==> src/rtl/tes_pkg.sv <==
package tes_pkg;

    localparam logic [1:0] SYM_ZERO = 2'b00;
    localparam logic [1:0] SYM_ONE  = 2'b01;
    localparam logic [1:0] SYM_BAD  = 2'b10;
    localparam logic [1:0] SYM_ANY  = 2'b11;

    typedef enum logic [1:0] {
        ST_IDLE,
        ST_SCAN,
        ST_REPORT,
        ST_DONE
    } scan_state_t;

    // one stored symbol against one key symbol
    function automatic logic sym_match(input logic [1:0] stored, input logic [1:0] key);
        logic m;
        if (stored == SYM_BAD)      m = 1'b0;
        else if (key == SYM_ANY)    m = 1'b1;
        else if (stored == SYM_ANY) m = 1'b1;
        else                        m = (stored == key);
        return m;
    endfunction

endpackage

==> src/rtl/tes_key_gen.sv <==
module tes_key_gen
    import tes_pkg::*;
#(
    parameter int N_INFO = 4,
    localparam int SYMS  = 2 * N_INFO,
    localparam int STEPW = (SYMS > 1) ? $clog2(SYMS) : 1
) (
    input  logic [STEPW-1:0]  step,
    output logic [2*SYMS-1:0] key
);
    int unsigned pair_pos;
    logic        second;

    always_comb begin
        pair_pos = int'(step) >> 1;
        second   = step[0];
        for (int s = 0; s < SYMS; s++) begin
            if (s == 2 * pair_pos)
                key[2*s +: 2] = second ? SYM_ONE : SYM_ZERO;
            else if (s == 2 * pair_pos + 1)
                key[2*s +: 2] = second ? SYM_ZERO : SYM_ONE;
            else
                key[2*s +: 2] = SYM_ANY;
        end
    end

endmodule

==> src/rtl/tes_store.sv <==
module tes_store
    import tes_pkg::*;
#(
    parameter int N_ENTRIES = 8,
    parameter int N_INFO    = 4,
    localparam int SYMS     = 2 * N_INFO,
    localparam int ROWW     = 2 * SYMS,
    localparam int IDXW     = (N_ENTRIES > 1) ? $clog2(N_ENTRIES) : 1,
    localparam int STEPW    = (SYMS > 1) ? $clog2(SYMS) : 1
) (
    input  logic                 clk,
    input  logic                 rst_n,
    input  logic                 wr_take,
    input  logic [IDXW-1:0]      wr_idx,
    input  logic [2*N_INFO-1:0]  wr_data,
    input  logic                 inj_en,
    input  logic [IDXW-1:0]      inj_idx,
    input  logic [STEPW-1:0]     inj_sym,
    input  logic [1:0]           inj_code,
    input  logic [ROWW-1:0]      key,
    output logic [N_ENTRIES-1:0] match_line
);
    logic [ROWW-1:0] rows [N_ENTRIES];
    logic [ROWW-1:0] enc_row;

    // each information symbol is followed by its check copy
    always_comb begin
        for (int j = 0; j < N_INFO; j++) begin
            enc_row[4*j +: 2]     = wr_data[2*j +: 2];
            enc_row[4*j + 2 +: 2] = wr_data[2*j +: 2];
        end
    end

    always_ff @(posedge clk or negedge rst_n) begin
        if (!rst_n) begin
            for (int e = 0; e < N_ENTRIES; e++)
                rows[e] <= '0;
        end else begin
            if (wr_take)
                rows[wr_idx] <= enc_row;
            if (inj_en)
                rows[inj_idx][2*inj_sym +: 2] <= inj_code;
        end
    end

    for (genvar e = 0; e < N_ENTRIES; e++) begin : g_row
        always_comb begin
            match_line[e] = 1'b1;
            for (int s = 0; s < SYMS; s++)
                if (!sym_match(rows[e][2*s +: 2], key[2*s +: 2]))
                    match_line[e] = 1'b0;
        end
    end

endmodule

==> src/rtl/tes_parity.sv <==
module tes_parity #(
    parameter int N_ENTRIES = 8
) (
    input  logic                 clk,
    input  logic                 rst_n,
    input  logic                 clear_all,
    input  logic                 step_en,
    input  logic                 group_end,
    input  logic [N_ENTRIES-1:0] match_line,
    input  logic [N_ENTRIES-1:0] release_vec,
    output logic [N_ENTRIES-1:0] flags
);
    logic [N_ENTRIES-1:0] odd_cnt;

    for (genvar e = 0; e < N_ENTRIES; e++) begin : g_cnt
        logic toggled;
        assign toggled = odd_cnt[e] ^ match_line[e];

        always_ff @(posedge clk or negedge rst_n) begin
            if (!rst_n) begin
                odd_cnt[e] <= 1'b0;
                flags[e]   <= 1'b0;
            end else if (clear_all) begin
                odd_cnt[e] <= 1'b0;
                flags[e]   <= 1'b0;
            end else if (step_en) begin
                if (group_end) begin
                    flags[e]   <= flags[e] | toggled;
                    odd_cnt[e] <= 1'b0;
                end else begin
                    odd_cnt[e] <= toggled;
                end
            end else if (release_vec[e]) begin
                flags[e] <= 1'b0;
            end
        end
    end

endmodule

==> src/rtl/tes_prienc.sv <==
module tes_prienc #(
    parameter int N_ENTRIES = 8,
    localparam int IDXW     = (N_ENTRIES > 1) ? $clog2(N_ENTRIES) : 1
) (
    input  logic [N_ENTRIES-1:0] req,
    output logic                 any,
    output logic [IDXW-1:0]      idx,
    output logic [N_ENTRIES-1:0] grant
);
    always_comb begin
        idx = '0;
        for (int i = N_ENTRIES - 1; i >= 0; i--)
            if (req[i]) idx = IDXW'(i);
    end

    assign any   = |req;
    assign grant = req & (~req + N_ENTRIES'(1));

endmodule

==> src/rtl/tes_ctrl.sv <==
module tes_ctrl
    import tes_pkg::*;
#(
    parameter int N_INFO = 4,
    localparam int SYMS  = 2 * N_INFO,
    localparam int STEPW = (SYMS > 1) ? $clog2(SYMS) : 1,
    localparam logic [STEPW-1:0] LAST_STEP = STEPW'(SYMS - 1)
) (
    input  logic             clk,
    input  logic             rst_n,
    input  logic             start,
    input  logic             ack,
    input  logic             wr_en,
    input  logic             any_flag,
    output scan_state_t      state,
    output logic [STEPW-1:0] step,
    output logic             step_en,
    output logic             group_end,
    output logic             clear_all,
    output logic             take_ack,
    output logic             wr_take,
    output logic             busy,
    output logic             done,
    output logic             err_valid,
    output logic             wr_reject
);
    scan_state_t nxt;

    always_ff @(posedge clk or negedge rst_n) begin
        if (!rst_n) state <= ST_IDLE;
        else        state <= nxt;
    end

    always_comb begin
        nxt = state;
        unique case (state)
            ST_IDLE:   if (start) nxt = ST_SCAN;
            ST_SCAN:   if (step == LAST_STEP) nxt = ST_REPORT;
            ST_REPORT: if (!any_flag) nxt = ST_DONE;
            ST_DONE:   nxt = ST_IDLE;
        endcase
    end

    always_comb begin
        busy      = 1'b0;
        done      = 1'b0;
        step_en   = 1'b0;
        clear_all = 1'b0;
        err_valid = 1'b0;
        wr_take   = 1'b0;
        unique case (state)
            ST_IDLE: begin
                clear_all = start;
                wr_take   = wr_en;
            end
            ST_SCAN: begin
                busy    = 1'b1;
                step_en = 1'b1;
            end
            ST_REPORT: begin
                busy      = 1'b1;
                err_valid = any_flag;
            end
            ST_DONE: done = 1'b1;
        endcase
        group_end = step[0];
        take_ack  = err_valid & ack;
    end

    always_ff @(posedge clk or negedge rst_n) begin
        if (!rst_n) begin
            step      <= '0;
            wr_reject <= 1'b0;
        end else begin
            wr_reject <= wr_en & (state != ST_IDLE);
            if (clear_all)    step <= '0;
            else if (step_en) step <= step + STEPW'(1);
        end
    end

endmodule

==> src/rtl/tcam_err_scan.sv <==
module tcam_err_scan
    import tes_pkg::*;
#(
    parameter int N_ENTRIES = 8,
    parameter int N_INFO    = 4,
    localparam int SYMS     = 2 * N_INFO,
    localparam int IDXW     = (N_ENTRIES > 1) ? $clog2(N_ENTRIES) : 1,
    localparam int STEPW    = (SYMS > 1) ? $clog2(SYMS) : 1
) (
    input  logic                clk,
    input  logic                rst_n,
    input  logic                wr_en,
    input  logic [IDXW-1:0]     wr_idx,
    input  logic [2*N_INFO-1:0] wr_data,
    input  logic                inj_en,
    input  logic [IDXW-1:0]     inj_idx,
    input  logic [STEPW-1:0]    inj_sym,
    input  logic [1:0]          inj_code,
    input  logic                start,
    input  logic                ack,
    output logic                busy,
    output logic                err_valid,
    output logic [IDXW-1:0]     err_idx,
    output logic                done,
    output logic                wr_reject
);
    scan_state_t          state;
    logic [STEPW-1:0]     step;
    logic                 step_en, group_end, clear_all, take_ack, wr_take;
    logic                 any_flag;
    logic [2*SYMS-1:0]    key;
    logic [N_ENTRIES-1:0] match_line, flags, grant, release_vec;

    tes_ctrl #(.N_INFO(N_INFO)) u_ctrl (
        .clk(clk), .rst_n(rst_n), .start(start), .ack(ack), .wr_en(wr_en),
        .any_flag(any_flag), .state(state), .step(step), .step_en(step_en),
        .group_end(group_end), .clear_all(clear_all), .take_ack(take_ack),
        .wr_take(wr_take), .busy(busy), .done(done), .err_valid(err_valid),
        .wr_reject(wr_reject)
    );

    tes_key_gen #(.N_INFO(N_INFO)) u_key (
        .step(step), .key(key)
    );

    tes_store #(.N_ENTRIES(N_ENTRIES), .N_INFO(N_INFO)) u_store (
        .clk(clk), .rst_n(rst_n), .wr_take(wr_take), .wr_idx(wr_idx),
        .wr_data(wr_data), .inj_en(inj_en), .inj_idx(inj_idx),
        .inj_sym(inj_sym), .inj_code(inj_code), .key(key),
        .match_line(match_line)
    );

    assign release_vec = grant & {N_ENTRIES{take_ack}};

    tes_parity #(.N_ENTRIES(N_ENTRIES)) u_parity (
        .clk(clk), .rst_n(rst_n), .clear_all(clear_all), .step_en(step_en),
        .group_end(group_end), .match_line(match_line),
        .release_vec(release_vec), .flags(flags)
    );

    tes_prienc #(.N_ENTRIES(N_ENTRIES)) u_prienc (
        .req(flags), .any(any_flag), .idx(err_idx), .grant(grant)
    );

endmodule

==> config.mk <==
export PLATFORM = sky130hd
export DESIGN_NAME = tcam_err_scan
export DESIGN_NICKNAME = d
export VERILOG_FILES = /design/src/rtl/tes_pkg.sv /design/src/rtl/tes_key_gen.sv /design/src/rtl/tes_store.sv /design/src/rtl/tes_parity.sv /design/src/rtl/tes_prienc.sv /design/src/rtl/tes_ctrl.sv /design/src/rtl/tcam_err_scan.sv
export SDC_FILE = /design/constraint.sdc
export NUM_CORES = 1
export LEC_CHECK = 0
export BUFFER_PORTS_ARGS = -buffer_cell sky130_fd_sc_hd__buf_2
export CAP_MARGIN = 10
export CORE_ASPECT_RATIO = 0.75
export CORE_MARGIN = 10
export CORE_UTILIZATION = 38
export DETAILED_ROUTE_END_ITERATION = 10
export GPL_TIMING_DRIVEN = 0
export HOLD_SLACK_MARGIN = 0.06
export SYNTH_ARGS = -nofsm -noshare
export SYNTH_HDL_FRONTEND = slang
export SYNTH_SLANG_ARGS = --single-unit
export TNS_END_PERCENT = 30
==> constraint.sdc <==
create_clock -name clk -period 3.16 [get_ports clk]
set_clock_uncertainty 0.15 [all_clocks]
set_input_delay 0.632 -clock clk [delete_from_list [all_inputs] [get_ports clk]]
set_output_delay 0.632 -clock clk [all_outputs]
set_load 0.02 [all_outputs]
# [After elaboration in Yosys (flattened, before gate mapping)]
# Cells that the tools add are included.
[totals] ff_bits=150 input_bits=25
[classes] addsub=4 n_lt_le_gt_ge=4 n_eq_ne=218 shift=2 n_mux=354 bitwise_logic=23 reduce_logical=26
[ops] op="1-bit 2-to-1 mux" count=320
[ops] op="2-bit equality test (second input constant)" count=138
[ops] op="128-bit bitwise mux" count=2
[ops] op="128-bit 2-to-1 mux" count=2
[ops] op="2-bit equality test" count=64
[ops] op="3-bit by 32-bit equality test with 1-bit output (first input constant)" count=4
[ops] op="16-bit demux with 3-bit select" count=2
[ops] op="2-bit by 32-bit equality test with 1-bit output (first input constant)" count=2
[ops] op="32-bit logical NOT" count=2
[ops] op="4-bit negation with 34-bit output" count=1
[ops] op="2-bit by 34-bit variable shift with 16-bit output (first input constant)" count=1
[ops] op="2-bit by 34-bit indexed part select with 16-bit output" count=1
[ops] op="1-bit by 32-bit equality test with 1-bit output (first input constant)" count=1
[ops] op="16-bit 2-to-1 mux" count=2
[ops] op="2-bit 2-to-1 mux" count=15
[ops] op="3-bit 2-to-1 mux" count=10
[ops] op="3-bit nonzero test" count=8
[ops] op="8-bit AND" count=2
[ops] op="2-bit AND reduction" count=8
[ops] op="8-bit by 1-bit adder with 8-bit output (second input constant)" count=1
[ops] op="4-bit greater-or-equal comparator (second input constant)" count=2
[ops] op="4-bit by 1-bit less-than comparator with 1-bit output (second input constant)" count=2
[ops] op="3-bit NOT with 4-bit output" count=2
[ops] op="8-bit NOT" count=1
[ops] op="19 further kinds" count=38

# [Depth between registers and ports, before layout]
[logic_depth] depth_word=21 mapped_depth=9 depth_no_buf=8

# [Cells and area by module]
# Synthesis repeated with hierarchy kept, for this count alone.
[hier_totals] cells_unflattened=1106 hier_area_um2=9247.6
[by_module_without_submodules] mod="tes_store" n_inst=1 cells_per_inst=930 area_per_inst_um2=7576.0 seq_area_each_um2=3203.1
[by_module_without_submodules] mod="tes_parity" n_inst=1 cells_per_inst=94 area_per_inst_um2=970.9 seq_area_each_um2=400.4
[by_module_without_submodules] mod="tes_ctrl" n_inst=1 cells_per_inst=33 area_per_inst_um2=375.4 seq_area_each_um2=150.1
[by_module_without_submodules] mod="tes_prienc" n_inst=1 cells_per_inst=23 area_per_inst_um2=138.9 seq_area_each_um2=0.0
[by_module_without_submodules] mod="tes_key_gen" n_inst=1 cells_per_inst=18 area_per_inst_um2=136.4 seq_area_each_um2=0.0
[by_module_without_submodules] mod="tcam_err_scan" n_inst=1 cells_per_inst=8 area_per_inst_um2=50.0 seq_area_each_um2=0.0

# [Worst setup path before layout]
# No wires, ideal clock.
[synth_path] path_type="reg2reg" startpoint="register u_store.rows[13] (netlist bit)" endpoint="register u_parity.odd_cnt[7]" t_arrival_ps=2312 slack_ps=620 path_stages_with_launch=7 n_path_buf=0 synth_period_minus_slack_ps=2540 cell_sequence="dfrtp_1 -> nor2b_1 -> a2111o_1 -> or4_1 -> or4_4 -> or3_1 -> a21oi_1"
[synth_between] elab_chain_cells=10 elab_cells_between_ends=12 cone_classes="3 x eq/ne; 8 x mux; 1 x bitwise"
[synth_lines] item="from (decl)" line="tes_store.sv:23" source="logic [ROWW-1:0] rows [N_ENTRIES];"
[synth_lines] item="from (signal, indexed assignment)" line="tes_store.sv:40" source="rows[wr_idx] <= enc_row;"
[synth_lines] item="from (signal, indexed assignment)" line="tes_store.sv:42" source="rows[inj_idx][2*inj_sym +: 2] <= inj_code;"
[synth_lines] item="2-bit equality test, on equally long branches" line="tes_pkg.sv:21, tes_pkg.sv:20"
[synth_lines] item="1-bit 2-to-1 mux" line="tes_pkg.sv:20" source="else if (stored == SYM_ANY) m = 1'b1;"
[synth_lines] item="1-bit 2-to-1 mux" line="tes_pkg.sv:19" source="else if (key == SYM_ANY) m = 1'b1;"
[synth_lines] item="1-bit 2-to-1 mux (*)" line="tes_pkg.sv:18" source="if (stored == SYM_BAD) m = 1'b0;"
[synth_lines] item="1-bit 2-to-1 mux (*) (2 in series)" line="tes_store.sv:50" source="if (!sym_match(rows[e][2*s +: 2], key[2*s +: 2]))"
[synth_lines] item="1-bit XOR (*)" line="tes_parity.sv:17" source="assign toggled = odd_cnt[e] ^ match_line[e];"
[synth_lines] item="1-bit 2-to-1 mux (*)" line="tes_parity.sv:27" source="if (group_end) begin"
[synth_lines] item="1-bit 2-to-1 mux (*)" line="tes_parity.sv:26" source="end else if (step_en) begin"
[synth_lines] item="1-bit 2-to-1 mux (*)" line="tes_parity.sv:23" source="end else if (clear_all) begin"
[synth_lines] item="to (signal, indexed assignment)" line="tes_parity.sv:31" source="odd_cnt[e] <= toggled;"
[synth_lines] item="to (decl)" line="tes_parity.sv:13" source="logic [N_ENTRIES-1:0] odd_cnt;"
# Every way passes the cells marked *; elsewhere a longest branch is shown, timed or not. The select of a mux whose other input is x is not followed.
# A chain may end at the register's enable or synchronous reset.

# [Final worst setup path]
[layout_path] startpoint="register u_ctrl.step[2]" endpoint="register u_parity.odd_cnt[1]"
[layout_between] elab_chain_cells=20 elab_cells_between_ends=77 cone_classes="1 x add/sub; 26 x eq/ne; 47 x mux; 1 x bitwise; 2 x reduce/logical"
[layout_lines] item="from (decl)" line="tes_ctrl.sv:16" source="output logic [STEPW-1:0] step,"
[layout_lines] item="from (signal assigned)" line="tes_ctrl.sv:77" source="else if (step_en) step <= step + STEPW'(1);"
[layout_lines] item="3-bit by 1-bit adder with 4-bit output" line="tes_key_gen.sv:20" source="else if (s == 2 * pair_pos + 1)"
[layout_lines] item="32-bit logical NOT" line="tes_key_gen.sv:20"
[layout_lines] item="2-bit 2-to-1 mux" line="tes_key_gen.sv:20"
[layout_lines] item="2-bit 2-to-1 mux" line="tes_key_gen.sv:18" source="if (s == 2 * pair_pos)"
[layout_lines] item="2-bit equality test" line="tes_pkg.sv:21" source="else m = (stored == key);"
[layout_lines] item="1-bit 2-to-1 mux" line="tes_pkg.sv:20"
[layout_lines] item="1-bit 2-to-1 mux" line="tes_pkg.sv:19"
[layout_lines] item="1-bit 2-to-1 mux" line="tes_pkg.sv:18"
[layout_lines] item="1-bit 2-to-1 mux (7 in series)" line="tes_store.sv:50"
[layout_lines] item="1-bit 2-to-1 mux (*)" line="tes_store.sv:50"
[layout_lines] item="1-bit XOR (*)" line="tes_parity.sv:17"
[layout_lines] item="1-bit 2-to-1 mux (*)" line="tes_parity.sv:27"
[layout_lines] item="1-bit 2-to-1 mux (*)" line="tes_parity.sv:26"
[layout_lines] item="1-bit 2-to-1 mux (*)" line="tes_parity.sv:23"
# Marked as above.

==> flow_summary.ini <==
[timing]
fin_crit_ps = 3130
timing.final.crit_share_pct = 99.0
hold_viol = 0
grt_setup_unrepaired = yes
hold-worst-slack_ps = 303
tightest_slew_ps = 1160
slew_violations = 0
maxSlewHeadroom_pct = 22.8
max_freq_ghz = 0.320
setup_violations = 0

[route]
num_vias = 9030
routed_wl_um = 35400
ant_nets = 0
drc = 0
viasPerCell = 6.01
drtIter0Drc = 1114
wl_per_cell_um = 23.5
firstDrtPassIters = 5

[run_status]
status = finished clean

[yosys]
synth_area_um2 = 9320
yosysSeqAreaShare_pct = 40.3
async_flop_share_pct = 100
synth_ff_type = dfrtp_1
synth-edff-count = 0
yosys.area.top_type_share_pct = 40.3
ys_types = 60
syn-num-nets = 1147
yosysTopAreaCell = dfrtp_1
synth_area_leaders = dfrtp_1 (40%), a21oi_1 (7.1%), a211oi_1 (5.0%), nor2_1 (4.8%), nor2b_1 (4.4%)
syn_inst = 1110
synth.avg_cell_area_um2 = 8.40
synth_seq_cells = 150
ys_warn_count = 0

[setup_path]
cp.arrival_ps = 3340
slowest_stage = clkbuf_1
path_class = reg -> reg
critPathRequiredTime_ps = 3380
path_max_fanout = 10
reg2regPathDepth = 8
rrSetupSlack_ps = 30
startpoint_type = flop
crit_start = u_ctrl.step[2]
reg2reg_to = u_parity.odd_cnt[1]
critPathCaptureType = flop
endpoint = u_parity.odd_cnt[1]
cp_cell_sequence = clkbuf_1 -> clkbuf_2 -> clkbuf_2 -> o221ai_1 -> o21ai_0 -> o2111ai_1 -> or3_1 -> a21oi_1
max_stage_delay_ps = 510
r2r-start = u_ctrl.step[2]
cp_common_cell = clkbuf_2

[cts]
cts_setup_buffers = 0
cts.reportedPaths.clkPinSlew_ps = 60
ctsRootBufferMaster = clkbuf_16
htreeDepth = 4
cts_made_buffers = 17
clock_path_buffers = 2
cts_tree = built
clock_sinks = 150
insertion_delay_ps = 450

[pwr]
ir_worst_vdd_mv = 0.470
p_per_area_nw_per_um2 = 916
cellLeakagePower_nw = 4.35
design_power_total_w = 0.00966

[min_path]
hp-class = in -> reg

[layout]
syn2layout_area_growth_pct = 13.1
fin_cells = 1502
n_antenna_cell = 0
nNetsFinal = 1197
layout-drive-gt1-share_pct = 10.9

[place]
dp_hpwl_um = 25000
gp_congestion = 0.958
dp.cells = 1472
port_buffers = 28

[floorplanning]
pin_count = 32
core-area_um2 = 24000
core.rowCount = 49
die_h_um = 156
die-area_um2 = 31300
die_w_um = 201
start_util_pct = 38.8

[grt]
grt_use_total_pct = 22.4
grt_antenna_before_repair = 0
grt_max_degree = 82
grt_pass1_wl_um = 53100
overflow = 0
first_global_vias = 8409

[job]
cap_violations = 0
## cell families after synthesis
family / share of synthesized area, %
and+or+nand+nor: 23.3
AOI/OAI and AO/OA: 22.5
DFF: 40.3
buffers and inverters: 4.36
muxes: 7.36
adders and majority gates: 1.61
xor gates and xnor gates: 0.564
## critical path: cells and delay by family, from the launching register on
| family | cells | cell delay [ps] |
|---|---|---|
| buf+inv | 3 | 1390 |
| compound gates | 4 | 730 |
| simple gates | 1 | 400 |
| flops | 1 | 360 |
## cell usage after synthesis, drive strengths merged (12+ instances only)
| cell type | instances |
|---|---|
| ha | 12 |
| a211oi | 62 |
| nand3 | 16 |
| dfrtp | 150 |
| mux2 | 36 |
| nand2 | 94 |
| a21oi | 132 |
| inv | 54 |
| nor2 | 118 |
| mux2i | 28 |
| o21ai | 71 |
| nor2b | 66 |
| nor3 | 13 |
| o22ai | 18 |
| nand2b | 52 |
| clkbuf | 48 |
## cell usage in the layout (no fill, tap or decap), drive strengths merged, types with 12 or more instances in the layout
| cell type | Yosys | final |
|---|---|---|
| mux2i | 28 | 28 |
| nand2b | 52 | 52 |
| inv | 54 | 54 |
| a211oi | 62 | 62 |
| o21ai | 71 | 71 |
| dfrtp | 150 | 150 |
| clkbuf | 48 | 70 |
| nor2b | 66 | 66 |
| nor3 | 13 | 13 |
| buf | 4 | 34 |
| o22ai | 18 | 18 |
| nand3 | 16 | 16 |
| nor2 | 118 | 118 |
| mux2 | 36 | 36 |
| nand2 | 94 | 94 |
| ha | 12 | 12 |
| a21oi | 132 | 132 |
## state kept, by name, indices dropped and copies added (netlist names)
name,count
u_ctrl.step,3
u_ctrl.wr_reject,1
u_store.rows,128
u_ctrl.state,2
u_parity.odd_cnt,8
u_parity.flags,8
## per-layer routing
layer / global-route usage, % / wire length, µm / up-vias
met5: 0 / 0 / -
met4: 6.26 / 705 / 0
met3: 6.43 / 4110 / 50
met2: 31.1 / 14200 / 469
met1: 32.9 / 16300 / 4436
li1: - / - / 4075
## worst min path at each step
stage / start / endpoint / slack, ps / cells after the start
6_report: wr_en / u_ctrl.wr_reject / 300 / 2
5_1_grt: wr_en / u_ctrl.wr_reject / 320 / 2
4_1_cts: wr_en / u_ctrl.wr_reject / 300 / 2
3_5_place_dp: u_parity.odd_cnt[1] / u_parity.flags[1] / 360 / 1
3_3_place_gp: u_parity.odd_cnt[1] / u_parity.flags[1] / 360 / 1
2_1_floorplan: rst_n / u_ctrl.state[0] / 190 / 0
## where the power goes
group          total (W)  internal [W]  switching [W]  leakage [nW]
Combinational    0.00412       0.00177        0.00235          2.23
Clock            0.00192       0.00107       0.000844         0.260
Sequential       0.00362       0.00283       0.000797          1.86
## per-stage QoR
stage | instance area (µm²) | setup WS (ps) | util (%) | setup TNS, ps
floorplan | 9320 | 620 | - | 0
global placement | 9870 | -1220 | 41.1 | -198920
detailed placement | 9940 | -468 | 41.4 | -8720
CTS | 10500 | -26.3 | 43.8 | -26.3
global route | 10500 | -49.9 | 43.9 | -219
finish | 10500 | 30.7 | 43.9 | 0
## final cells by class
class	count	area, µm²
Fill cell	2419	13500
Multi-Input combinational cell	852	5200
Sequential cell	150	3750
Clock buffer	22	484
Tap cell	331	414
Buffer	51	213
Inverter	56	211
Timing Repair Buffer	32	210
Clock inverter	8	51.3
## what timing repair did
action | CTS | global route
endpoints found under the setup margin | 47 | 74
endpoints found under the hold margin | 12 | 0
hold buffers | 1 | 0
gates resized for setup | 16 | 15
Power figures use the tool's default switching activity.
